<file path="config.mk">
export PLATFORM = sky130hd
export DESIGN_NAME = uart_fifo_xcvr
export DESIGN_NICKNAME = d
export VERILOG_FILES = /design/src/rtl/uart_fifo_pkg.sv /design/src/rtl/uart_sync_fifo.sv /design/src/rtl/uart_baud_gen.sv /design/src/rtl/uart_tx_engine.sv /design/src/rtl/uart_rx_engine.sv /design/src/rtl/uart_fifo_xcvr.sv
export SDC_FILE = /design/constraint.sdc
export NUM_CORES = 1
export LEC_CHECK = 0
export ABC_AREA = 1
export BUFFER_PORTS_ARGS = -buffer_cell sky130_fd_sc_hd__buf_2
export CORE_MARGIN = 4
export CORE_UTILIZATION = 45
export CTS_CLUSTER_SIZE = 30
export DETAILED_ROUTE_END_ITERATION = 10
export PLACE_DENSITY = 0.69
export SYNTH_ARGS = -nofsm -noshare
export SYNTH_HDL_FRONTEND = slang
export SYNTH_SLANG_ARGS = --single-unit
</file>
<file path="constraint.sdc">
create_clock -name clk -period 6.8 [get_ports clk]
set_clock_uncertainty 0.2 [all_clocks]
set_input_delay 1.36 -clock clk [delete_from_list [all_inputs] [get_ports clk]]
set_output_delay 1.36 -clock clk [all_outputs]
set_load 0.05 [all_outputs]
</file>
<file path="src/rtl/uart_fifo_pkg.sv">
package uart_fifo_pkg;
  localparam int DIV_W = 16;

  localparam logic [2:0] A_CTRL   = 3'd0;
  localparam logic [2:0] A_DIV_HI = 3'd1;
  localparam logic [2:0] A_DIV_LO = 3'd2;
  localparam logic [2:0] A_QCTRL  = 3'd3;
  localparam logic [2:0] A_RX_LVL = 3'd4;
  localparam logic [2:0] A_TX_LVL = 3'd5;
  localparam logic [2:0] A_TXSTAT = 3'd6;
  localparam logic [2:0] A_RXDATA = 3'd7;

  // clocks between oversample ticks (8 ticks per bit)
  function automatic logic [DIV_W:0] clocks_per_tick(input logic [DIV_W-1:0] div);
    return (div == '0) ? (DIV_W+1)'(2) : (DIV_W+1)'(div) + (DIV_W+1)'(1);
  endfunction

  function automatic logic parity_of(input logic [7:0] d, input logic [2:0] len_m1,
                                     input logic odd);
    logic p;
    p = odd;
    for (int i = 0; i < 8; i++)
      if (i <= int'(len_m1)) p = p ^ d[i];
    return p;
  endfunction
endpackage

</file>
<file path="src/rtl/uart_sync_fifo.sv">
module uart_sync_fifo #(
  parameter int W     = 8,
  parameter int DEPTH = 16,
  localparam int AW   = $clog2(DEPTH),
  localparam int CW   = AW + 1
) (
  input  logic          clk,
  input  logic          rst_n,
  input  logic          clr,
  input  logic          push,
  input  logic [W-1:0]  din,
  input  logic          pop,
  output logic [W-1:0]  dout,
  output logic [CW-1:0] count,
  output logic          dropped
);
  logic [W-1:0]  mem [DEPTH];
  logic [AW-1:0] wp, rp;
  logic          do_push, do_pop;

  assign do_pop  = pop && (count != '0);
  assign do_push = push && ((count != CW'(DEPTH)) || do_pop);
  assign dropped = push && !do_push;
  assign dout    = (count == '0) ? '0 : mem[rp];

  always_ff @(posedge clk or negedge rst_n) begin
    if (!rst_n) begin
      wp <= '0; rp <= '0; count <= '0;
    end else if (clr) begin
      wp <= '0; rp <= '0; count <= '0;
    end else begin
      if (do_push) wp <= wp + 1'b1;
      if (do_pop)  rp <= rp + 1'b1;
      count <= count + CW'(do_push) - CW'(do_pop);
    end
  end

  always_ff @(posedge clk)
    if (do_push && !clr) mem[wp] <= din;
endmodule

</file>
<file path="src/rtl/uart_baud_gen.sv">
module uart_baud_gen
  import uart_fifo_pkg::*;
(
  input  logic             clk,
  input  logic             rst_n,
  input  logic             run,
  input  logic [DIV_W-1:0] div,
  output logic             tick
);
  logic [DIV_W:0] cnt, period;

  assign period = clocks_per_tick(div);
  assign tick   = run && (cnt >= period - 1'b1);

  always_ff @(posedge clk or negedge rst_n) begin
    if (!rst_n)    cnt <= '0;
    else if (!run) cnt <= '0;
    else if (tick) cnt <= '0;
    else           cnt <= cnt + 1'b1;
  end
endmodule

</file>
<file path="src/rtl/uart_tx_engine.sv">
module uart_tx_engine
  import uart_fifo_pkg::*;
(
  input  logic       clk,
  input  logic       rst_n,
  input  logic       run,
  input  logic       enable,
  input  logic       tick,
  input  logic [2:0] len_m1,
  input  logic       par_en,
  input  logic       par_odd,
  input  logic       have_data,
  input  logic [7:0] data,
  output logic       pop,
  output logic       txd
);
  logic       busy;
  logic [2:0] sub;
  logic [3:0] bits_left;
  logic [9:0] shreg, frame;

  always_comb begin
    frame = '1;
    for (int i = 0; i < 8; i++)
      if (i <= int'(len_m1)) frame[i] = data[i];
    frame[4'(len_m1) + 4'd1] = par_en ? parity_of(data, len_m1, par_odd) : 1'b1;
  end

  assign pop = run && tick && !busy && enable && have_data;

  always_ff @(posedge clk or negedge rst_n) begin
    if (!rst_n) begin
      busy <= 1'b0; txd <= 1'b1; sub <= '0; bits_left <= '0; shreg <= '1;
    end else if (!run) begin
      busy <= 1'b0; txd <= 1'b1; sub <= '0; bits_left <= '0;
    end else if (tick) begin
      if (!busy) begin
        if (pop) begin
          busy      <= 1'b1;
          txd       <= 1'b0;
          sub       <= '0;
          shreg     <= frame;
          bits_left <= 4'(len_m1) + 4'd2 + 4'(par_en);
        end
      end else begin
        sub <= sub + 1'b1;
        if (sub == 3'd7) begin
          if (bits_left == '0) begin
            busy <= 1'b0;
            txd  <= 1'b1;
          end else begin
            txd       <= shreg[0];
            shreg     <= {1'b1, shreg[9:1]};
            bits_left <= bits_left - 1'b1;
          end
        end
      end
    end
  end
endmodule

</file>
<file path="src/rtl/uart_rx_engine.sv">
module uart_rx_engine (
  input  logic       clk,
  input  logic       rst_n,
  input  logic       run,
  input  logic       enable,
  input  logic       tick,
  input  logic       rxd,
  input  logic [2:0] len_m1,
  input  logic       par_en,
  output logic       push,
  output logic       frame_err,
  output logic [7:0] data
);
  logic       active, armed;
  logic [2:0] sub;
  logic [3:0] idx, last_idx;

  assign last_idx = 4'(len_m1) + 4'd1 + 4'(par_en);

  always_ff @(posedge clk or negedge rst_n) begin
    if (!rst_n) begin
      active <= 1'b0; armed <= 1'b0; sub <= '0; idx <= '0;
      data <= '0; push <= 1'b0; frame_err <= 1'b0;
    end else begin
      push      <= 1'b0;
      frame_err <= 1'b0;
      if (!run || !enable) begin
        active <= 1'b0; armed <= 1'b0; sub <= '0;
      end else if (tick) begin
        if (!active) begin
          if (rxd) begin
            armed <= 1'b1; sub <= '0;
          end else if (armed) begin
            if (sub == 3'd3) begin
              active <= 1'b1; sub <= '0; idx <= '0; data <= '0;
            end else sub <= sub + 1'b1;
          end
        end else begin
          sub <= sub + 1'b1;
          if (sub == 3'd7) begin
            if (idx != last_idx) begin
              if (idx <= 4'(len_m1)) data[idx[2:0]] <= rxd;
              idx <= idx + 1'b1;
            end else begin
              active    <= 1'b0;
              armed     <= rxd;
              push      <= rxd;
              frame_err <= !rxd;
            end
          end
        end
      end
    end
  end
endmodule

</file>
<file path="src/rtl/uart_fifo_xcvr.sv">
module uart_fifo_xcvr
  import uart_fifo_pkg::*;
#(
  parameter int FIFO_DEPTH = 16,
  localparam int CW = $clog2(FIFO_DEPTH) + 1
) (
  input  logic       clk,
  input  logic       rst_n,
  input  logic       wr_en,
  input  logic       rd_en,
  input  logic [2:0] addr,
  input  logic [7:0] wdata,
  output logic [7:0] rdata,
  input  logic       rxd,
  output logic       txd,
  output logic       tx_irq,
  output logic       rx_irq
);
  logic [7:0]    ctrl_q, div_hi_q, div_lo_q;
  logic [CW-1:0] rx_lvl_q, tx_lvl_q;
  logic          tx_ie_q, rx_ie_q, ovr_q, ferr_q;
  logic          tx_clr, rx_clr, tx_push, rx_pop;
  logic          run, tick, tx_pop, rx_push, rx_ferr, rx_dropped, tx_dropped;
  logic [CW-1:0] tx_count, rx_count;
  logic [7:0]    tx_head, rx_head, rx_word;
  logic [1:0]    rx_sync;
  logic          tx_ready;

  assign run     = ctrl_q[2];
  assign tx_clr  = wr_en && (addr == A_QCTRL) && wdata[0];
  assign rx_clr  = wr_en && (addr == A_QCTRL) && wdata[1];
  assign tx_push = wr_en && (addr == A_TXSTAT);
  assign rx_pop  = rd_en && (addr == A_RXDATA);

  always_ff @(posedge clk or negedge rst_n) begin
    if (!rst_n) begin
      ctrl_q <= 8'hE0; div_hi_q <= '0; div_lo_q <= '0;
      rx_lvl_q <= '1; tx_lvl_q <= '0; tx_ie_q <= 1'b0; rx_ie_q <= 1'b0;
    end else if (wr_en) begin
      case (addr)
        A_CTRL:   ctrl_q   <= wdata;
        A_DIV_HI: div_hi_q <= wdata;
        A_DIV_LO: div_lo_q <= wdata;
        A_QCTRL:  begin tx_ie_q <= wdata[2]; rx_ie_q <= wdata[3]; end
        A_RX_LVL: rx_lvl_q <= wdata[CW-1:0];
        A_TX_LVL: tx_lvl_q <= wdata[CW-1:0];
        default:  ;
      endcase
    end
  end

  always_ff @(posedge clk or negedge rst_n) begin
    if (!rst_n) begin
      rx_sync <= 2'b11; ovr_q <= 1'b0; ferr_q <= 1'b0;
    end else begin
      rx_sync <= {rx_sync[0], rxd};
      if (!run || rx_clr) begin
        ovr_q <= 1'b0; ferr_q <= 1'b0;
      end else begin
        if (rx_dropped) ovr_q  <= 1'b1;
        if (rx_ferr)    ferr_q <= 1'b1;
      end
    end
  end

  uart_baud_gen u_baud (.clk, .rst_n, .run, .div({div_hi_q, div_lo_q}), .tick);

  uart_sync_fifo #(.W(8), .DEPTH(FIFO_DEPTH)) u_txq (
    .clk, .rst_n, .clr(tx_clr), .push(tx_push), .din(wdata), .pop(tx_pop),
    .dout(tx_head), .count(tx_count), .dropped(tx_dropped));

  uart_sync_fifo #(.W(8), .DEPTH(FIFO_DEPTH)) u_rxq (
    .clk, .rst_n, .clr(rx_clr), .push(rx_push), .din(rx_word), .pop(rx_pop),
    .dout(rx_head), .count(rx_count), .dropped(rx_dropped));

  uart_tx_engine u_tx (
    .clk, .rst_n, .run, .enable(ctrl_q[0]), .tick, .len_m1(ctrl_q[7:5]),
    .par_en(ctrl_q[3]), .par_odd(ctrl_q[4]), .have_data(tx_count != '0),
    .data(tx_head), .pop(tx_pop), .txd);

  uart_rx_engine u_rx (
    .clk, .rst_n, .run, .enable(ctrl_q[1]), .tick, .rxd(rx_sync[1]),
    .len_m1(ctrl_q[7:5]), .par_en(ctrl_q[3]), .push(rx_push),
    .frame_err(rx_ferr), .data(rx_word));

  assign tx_ready = tx_count < CW'(FIFO_DEPTH);
  assign tx_irq   = tx_ie_q && (tx_count <= tx_lvl_q);
  assign rx_irq   = rx_ie_q && (rx_count >= rx_lvl_q);

  always_comb begin
    case (addr)
      A_CTRL:   rdata = ctrl_q;
      A_DIV_HI: rdata = div_hi_q;
      A_DIV_LO: rdata = div_lo_q;
      A_QCTRL:  rdata = 8'(rx_count);
      A_RX_LVL: rdata = 8'(rx_lvl_q);
      A_TX_LVL: rdata = 8'(tx_lvl_q);
      A_TXSTAT: rdata = {tx_ready, ovr_q, ferr_q, 5'(tx_count)};
      default:  rdata = rx_head;
    endcase
  end
endmodule

</file>
After elaboration in Yosys (flattened, before gate mapping)
Memories as Yosys holds them, arrays and structs flattened.
Cells that the tools add are included.
- input bits: 16
- word-level logic and storage cells: 279
- bits in registers: 121
- memories kept: 2
- RAM bits: 256
- output and inout bits: 11
- bitwise operators: 9
- order comparisons: 16
- reductions and logical operators: 65
- add/sub/neg operators: 19
- equality and inequality tests: 25
- mux-type cells: 114
- memory list (memory ; depth ; bits a word ; rd ports ; clocked after Yosys merged registers in ; write ports ; RTL line ; RTL):
    u_rxq.mem ; 16 ; 8 ; 1 ; 0 ; 1 ; uart_sync_fifo.sv:17 ; logic [W-1:0] mem [DEPTH];
    u_txq.mem ; 16 ; 8 ; 1 ; 0 ; 1 ; uart_sync_fifo.sv:17 ;
- operators by type and width (kind ; count):
    $mux W4 ; 20
    $mux W8 ; 9
    $mux W1 ; 61
    $pmux W8 S7 ; 1
    $mux W17 ; 3
    $mux W10 ; 4
    $mux W3 ; 10
    $logic_and A1 B1 Y1 ; 21
    $add A4 B1 Y4 const B ; 5
    $reduce_bool A2 Y1 ; 10
    $eq A3 B3 Y1 const B ; 6
    $add A16 B1 Y17 const B ; 1
    $add A17 B1 Y17 const B ; 1
    $ge A17 B17 Y1 ; 1
    $sub A17 B1 Y17 const B ; 1
    $logic_not A16 Y1 ; 1
    $reduce_and A2 Y1 ; 8
    $le A3 B3 Y1 const A ; 4
    $ne A3 B3 Y1 const B ; 4
    $add A5 B1 Y5 ; 2
    $bwmux W10 ; 1
    $logic_not A5 Y1 ; 2
    $mux W5 ; 2
    $ne A2 B2 Y1 const B ; 5
    other kinds (39) ; 65

Depth between registers and ports, before layout
- depth in word-level cells: 21
- gate-level depth with buffers: 34
- depth with buffers taken out: 34

Cells and area by module
A second synthesis with hierarchy kept.
- cells, all modules: 2220
- area total of the unflattened synthesis: 19826.5 sq um
- by module, submodules not included (module ; times used ; seq. area each (sq um) ; area an instance (sq um) ; cells an instance):
    uart_sync_fifo ; 2 ; 4169.0 ; 6153.4 ; 577
    uart_fifo_xcvr ; 1 ; 1013.5 ; 2364.8 ; 312
    uart_baud_gen ; 1 ; 425.4 ; 2268.4 ; 341
    uart_tx_engine ; 1 ; 489.2 ; 1488.9 ; 225
    uart_rx_engine ; 1 ; 475.5 ; 1397.6 ; 188

Worst setup path after synthesis
No wires, ideal clock.
- path kind: register to register
- from: register div_lo_q[0]
- to: memory u_txq.mem[3][0], enable pin
- arrival time: 4416 ps
- path slack: 1789 ps
- clock period less this slack: 5011 ps
- cell stages (with the launch flop): 28
- data required time: 6205 ps
- cells stage by stage: dfrtp_1 > ha_1 > nand2_1 > nor2_2 > nand4_2 > nor2_1 > nand3_1 > nor2_2 > inv_2 > nor2_1 > xor2_1 > nand2_1 > nor2_2 > nand2_1 > o21ai_0 > nand2_1 > ha_1 > nand2_1 > nor4_2 > nand3_1 > o2111ai_2 > nand2_2 > inv_1 > nand2_2 > nand2_1 > nand2_2 > buf_6 > nor4_1
- longest elaborated chain between the ends: 15
- elaborated cells on any way between the ends: 16
- those cells by class: 2 x add/sub; 1 x order compare; 3 x mux; 10 x reduce/logical
- ends and longest elaborated chain (what ; RTL line ; RTL):
    start: declaration ; uart_fifo_xcvr.sv:19 ; logic [7:0] ctrl_q, div_hi_q, div_lo_q;
    start signal: assignment ; uart_fifo_xcvr.sv:43 ; A_DIV_LO: div_lo_q <= wdata;
    $add A16 B1 Y17 / $logic_not A16 Y1 (equally long branches) ; uart_fifo_pkg.sv:15 ; return (div == '0) ? (DIV_W+1)'(2) : (DIV_W+1)'(div) + (DIV_W+1)'(1);
    $mux W17 (*) ; uart_fifo_pkg.sv:15 ;
    $sub A17 B1 Y17 (*) ; uart_baud_gen.sv:13 ; assign tick = run && (cnt >= period - 1'b1);
    $ge A17 B17 Y1 (*) ; uart_baud_gen.sv:13 ;
    $logic_and A1 B1 Y1 (*) ; uart_baud_gen.sv:13 ;
    $logic_and A1 B1 Y1 (*) (4 in a row) ; uart_tx_engine.sv:29 ; assign pop = run && tick && !busy && enable && have_data;
    $logic_and A1 B1 Y1 (*) ; uart_sync_fifo.sv:21 ; assign do_pop = pop && (count != '0);
    $logic_or A1 B1 Y1 (*) ; uart_sync_fifo.sv:22 ; assign do_push = push && ((count != CW'(DEPTH)) || do_pop);
    $logic_and A1 B1 Y1 (*) ; uart_sync_fifo.sv:22 ;
    $logic_and A1 B1 Y1 (*) ; uart_sync_fifo.sv:39 ; if (do_push && !clr) mem[wp] <= din;
    $mux W1 (*) ; uart_sync_fifo.sv:39 ;
    $mux W1 (not written as such) (*) ; uart_sync_fifo.sv:39 ;
    end: declaration ; uart_sync_fifo.sv:17 ;
Mark *: on every way between the ends. The rest lies on a longest branch, timed or not.

Final worst setup path
- from: register div_lo_q[0]
- to: memory u_txq.mem[6][0], enable pin
Same word-level chain as after synthesis.

==> reports/results.txt <==
Status -> finished clean
Global-route wire length before repair -> 72300 microns
Remaining design rule violation count -> 0
Master of the slowest instance on the critical path -> nor3_1
Startpoint kind of the worst setup timing path -> flop
Worst Tran Pin Value -> 1.11 ns
Overall track demand over capacity in global routing -> 20.2%
Number of antenna violations at the first check in global routing -> 0
Final WL -> 45300 microns
Worst reg2reg path endpoint -> u_txq.mem[6][0]
Sum of overflow across all layers after global routing -> 0
Critical Path RT -> 6.77 ns
Maximum buffer depth of the clock tree -> 3
Hold path cells -> 0
Final count of negative-setup-slack endpoints -> 0
Largest net degree at the start of global routing -> 74
Final sum of negative setup slack -> 0 ns
Routed via count -> 13827
# diodes -> 0
Worst Reg2Reg Path Length in Cells -> 26
Post-Route Hold Slack -> 0.155 ns
Clock period minus final worst setup slack -> 5.85 ns
CP dominant cell by count -> nand2_1
Via count of the first global-routing pass -> 13432
Antenna viol nets, final -> 0
Worst slew slack as a fraction of its limit -> 25.6%
Critical path data arrival time -> 5.83 ns
Number of slew-limit violations in the final report -> 0
Dpl ws -> 0.975 ns
Synth-to-layout area growth -> 10.2%
Sink Count -> 377
Highest ir drop seen on vdd -> 0.000195 V
Buffer count from post-CTS setup fixing -> 0
Setup slack of the critical path after layout -> 0.947 ns
Average footprint of a synthesized cell -> 9.59 sq um
Leak Pwr -> 0.00839 uW
Type of the worst min-delay path -> reg2reg
Maximum operating frequency -> 0.171 GHz
Worst reg-to-reg setup slack -> 0.95 ns
Io pins -> 27
Clock slew seen by the registers of the worst setup and hold paths -> 0.06 ns
Cts-stage hold buffer count -> 0
Number of buffers inserted during clock tree synthesis -> 41
Placer's final routability congestion estimate -> 0.913
Distinct cell type count after synthesis -> 54
Post_cts resized -> 0
Detailed-placement wirelength estimate -> 30300 microns
Portion of the post-synthesis area used by sequential elements -> 57.9%
#FFs+latches synth -> 377
Clock latency of the later-clocked register in the worst-skew pair -> 0.56 ns
Maximum cell stage delay along the critical path -> 0.90 ns
Cell count after synthesis -> 1935
Average wire per standard cell -> 18.0 microns
Endpoint type of the worst setup path -> flop
Summed instance area of the synthesized netlist -> 18600 sq um
Chip height -> 211 microns
Count of input and output buffers -> 26
Startpoint of the worst-slack reg-to-reg timing path -> div_lo_q[0]
Overall power of the completed layout -> 6490 uW
YS warnings -> 0
Critical path type -> reg2reg
Share of the cycle needed by the critical path after routing -> 86.1%
Die X -> 211 microns
Number of max-capacitance violations reported -> 0
Worst-path fanout max -> 22
PD cells -> 317 nW/um^2
DRT iter0 DRCs -> 1234
Starting Density -> 45.5%
Area of the core region -> 40800 sq um
CTS tree -> done
Setup repair after global routing missed its margin -> no
Final hold violation count -> 0
Startpoint of the worst hold path -> rx_sync[0]
Post-synthesis net count -> 2027
CTS H-tree lvls -> 2
Floorplan row count -> 74
Final-stage net count -> 2052
Number of optimization iterations in the first detailed-route pass -> 5
Endpoint, Worst Hold -> rx_sync[1]
Proportion of layout cells with a drive suffix above 1 -> 7.63%
Clock tree root buffer cell -> clkbuf_16
Die area -> 44600 sq um
Routed via count divided by cell count -> 5.48
logic make-up (layout without fill, tap and decap cells):
group,after synthesis,after routing,synth area share [%]
flip-flops,377,377,57.9
AO/OA/AOI/OAI,339,339,10.4
AND/OR/NAND/NOR,863,863,19.4
XOR/XNOR,34,34,1.64
adder cells (fa/ha/maj),76,76,5.20
multiplexers,2,2,0.108
buffers and inverters,244,301,5.40
worst max-delay path: cells and delay by family, from the launching register on:
| kind | cells | cell delay [ns] |
|---|---|---|
| AO/OA/AOI/OAI | 2 | 0.51 |
| XOR/XNOR | 1 | 0.25 |
| adder cells (fa/ha/maj) | 2 | 0.54 |
| buffers and inverters | 2 | 0.19 |
| flip-flops | 1 | 0.44 |
| AND/OR/NAND/NOR | 19 | 3.33 |
cells in the mapped netlist (all sizes together):
cell | instances | area (sq um)
ha | 74 | 926
a221oi | 3 | 26.3
o211ai | 13 | 97.6
a22oi | 1 | 7.51
buf | 25 | 180
xnor2 | 14 | 123
nor4 | 3 | 25.0
a221o | 1 | 10.0
dfrtp | 100 | 2500
nor3 | 41 | 205
o221a | 1 | 11.3
a211oi | 4 | 30.0
o21a | 3 | 22.5
o2111ai | 5 | 50.0
dfstp | 21 | 552
o22ai | 28 | 175
and3 | 2 | 13.8
a21o | 1 | 7.51
a21boi | 2 | 15.0
o21ai | 175 | 876
clkinv | 3 | 11.3
nand3 | 112 | 583
or2 | 2 | 12.5
o21bai | 1 | 7.51
nand4 | 29 | 188
nand2 | 457 | 1730
a21oi | 77 | 389
inv | 179 | 672
a31o | 1 | 8.76
a31oi | 4 | 25.0
o221ai | 18 | 158
mux2i | 2 | 20.0
edfxtp | 256 | 7690
fa | 2 | 40.0
nor2 | 217 | 845
clkbuf | 37 | 139
o31ai | 1 | 7.51
xor2 | 20 | 183
worst max path at each step:
stage / depth (start not counted) / start / to / slack (ns)
floorplan: 27 / div_lo_q[0] / u_txq.mem[3][0] / 1.79
global placement: 26 / div_lo_q[0] / u_txq.mem[7][1] / 1.22
detailed placement: 26 / div_lo_q[0] / u_txq.mem[6][3] / 0.98
CTS: 26 / div_lo_q[0] / u_txq.mem[6][0] / 0.93
global route: 26 / div_lo_q[0] / u_txq.mem[6][2] / 0.32
finish: 26 / div_lo_q[0] / u_txq.mem[6][0] / 0.95
cell type report:
type	instances	area [sq um]
multi-input combinational	1314	6820
tap	532	666
clock buffer	50	1070
timing repair buffer	44	268
clock inverter	25	200
sequential	377	10700
fill	3678	20400
inverter	182	683
per-layer routing:
layer  track usage [%]  vias to the layer above  share of wire (%)
li1                  -                     6673                  -
met1              28.7                     6615                 44
met2              32.1                      469                 46
met3              4.02                       70                7.8
met4              5.66                        0                2.2
met5                 0                        -                  0
state kept, by name, indices dropped and copies added (netlist names), 5 cells and up:
register	flops
ctrl_q	8
div_hi_q	8
div_lo_q	8
rx_lvl_q	5
tx_lvl_q	5
u_baud.cnt	17
u_rx.data	8
u_rxq.count	5
u_rxq.mem	128
u_tx.shreg	10
u_txq.count	5
u_txq.mem	128
cells in the final DEF, fill, tap and decap left out, types with 21 or more instances in the layout:
cell,n
dfstp_2,21
nand2_1,451
ha_1,74
buf_2,25
nand3_1,109
nand4_1,28
dfrtp_1,99
nor2_1,211
o22ai_1,28
nor3_1,41
o21ai_0,172
clkbuf_16,41
inv_1,173
a21oi_1,76
edfxtp_1,256
per-stage QoR:
stage / cell area (sq um) / cells / util [%]
floorplan: 18600 / 1935 / -
global placement: 19200 / 2449 / 47.0
detailed placement: 19200 / 2449 / 47.0
CTS: 20400 / 2524 / 50.1
global route: 20400 / 2524 / 50.1
finish: 20400 / 2524 / 50.1
power breakdown:
| group | total, uW | switching, uW | internal (uW) |
|---|---|---|---|
| Sequential | 2760 | 168 | 2590 |
| Combinational | 1600 | 1080 | 515 |
| Clock | 2130 | 902 | 1230 |
| Total | 6490 | 2150 | 4340 |
Power figures use the tool's default switching activity.
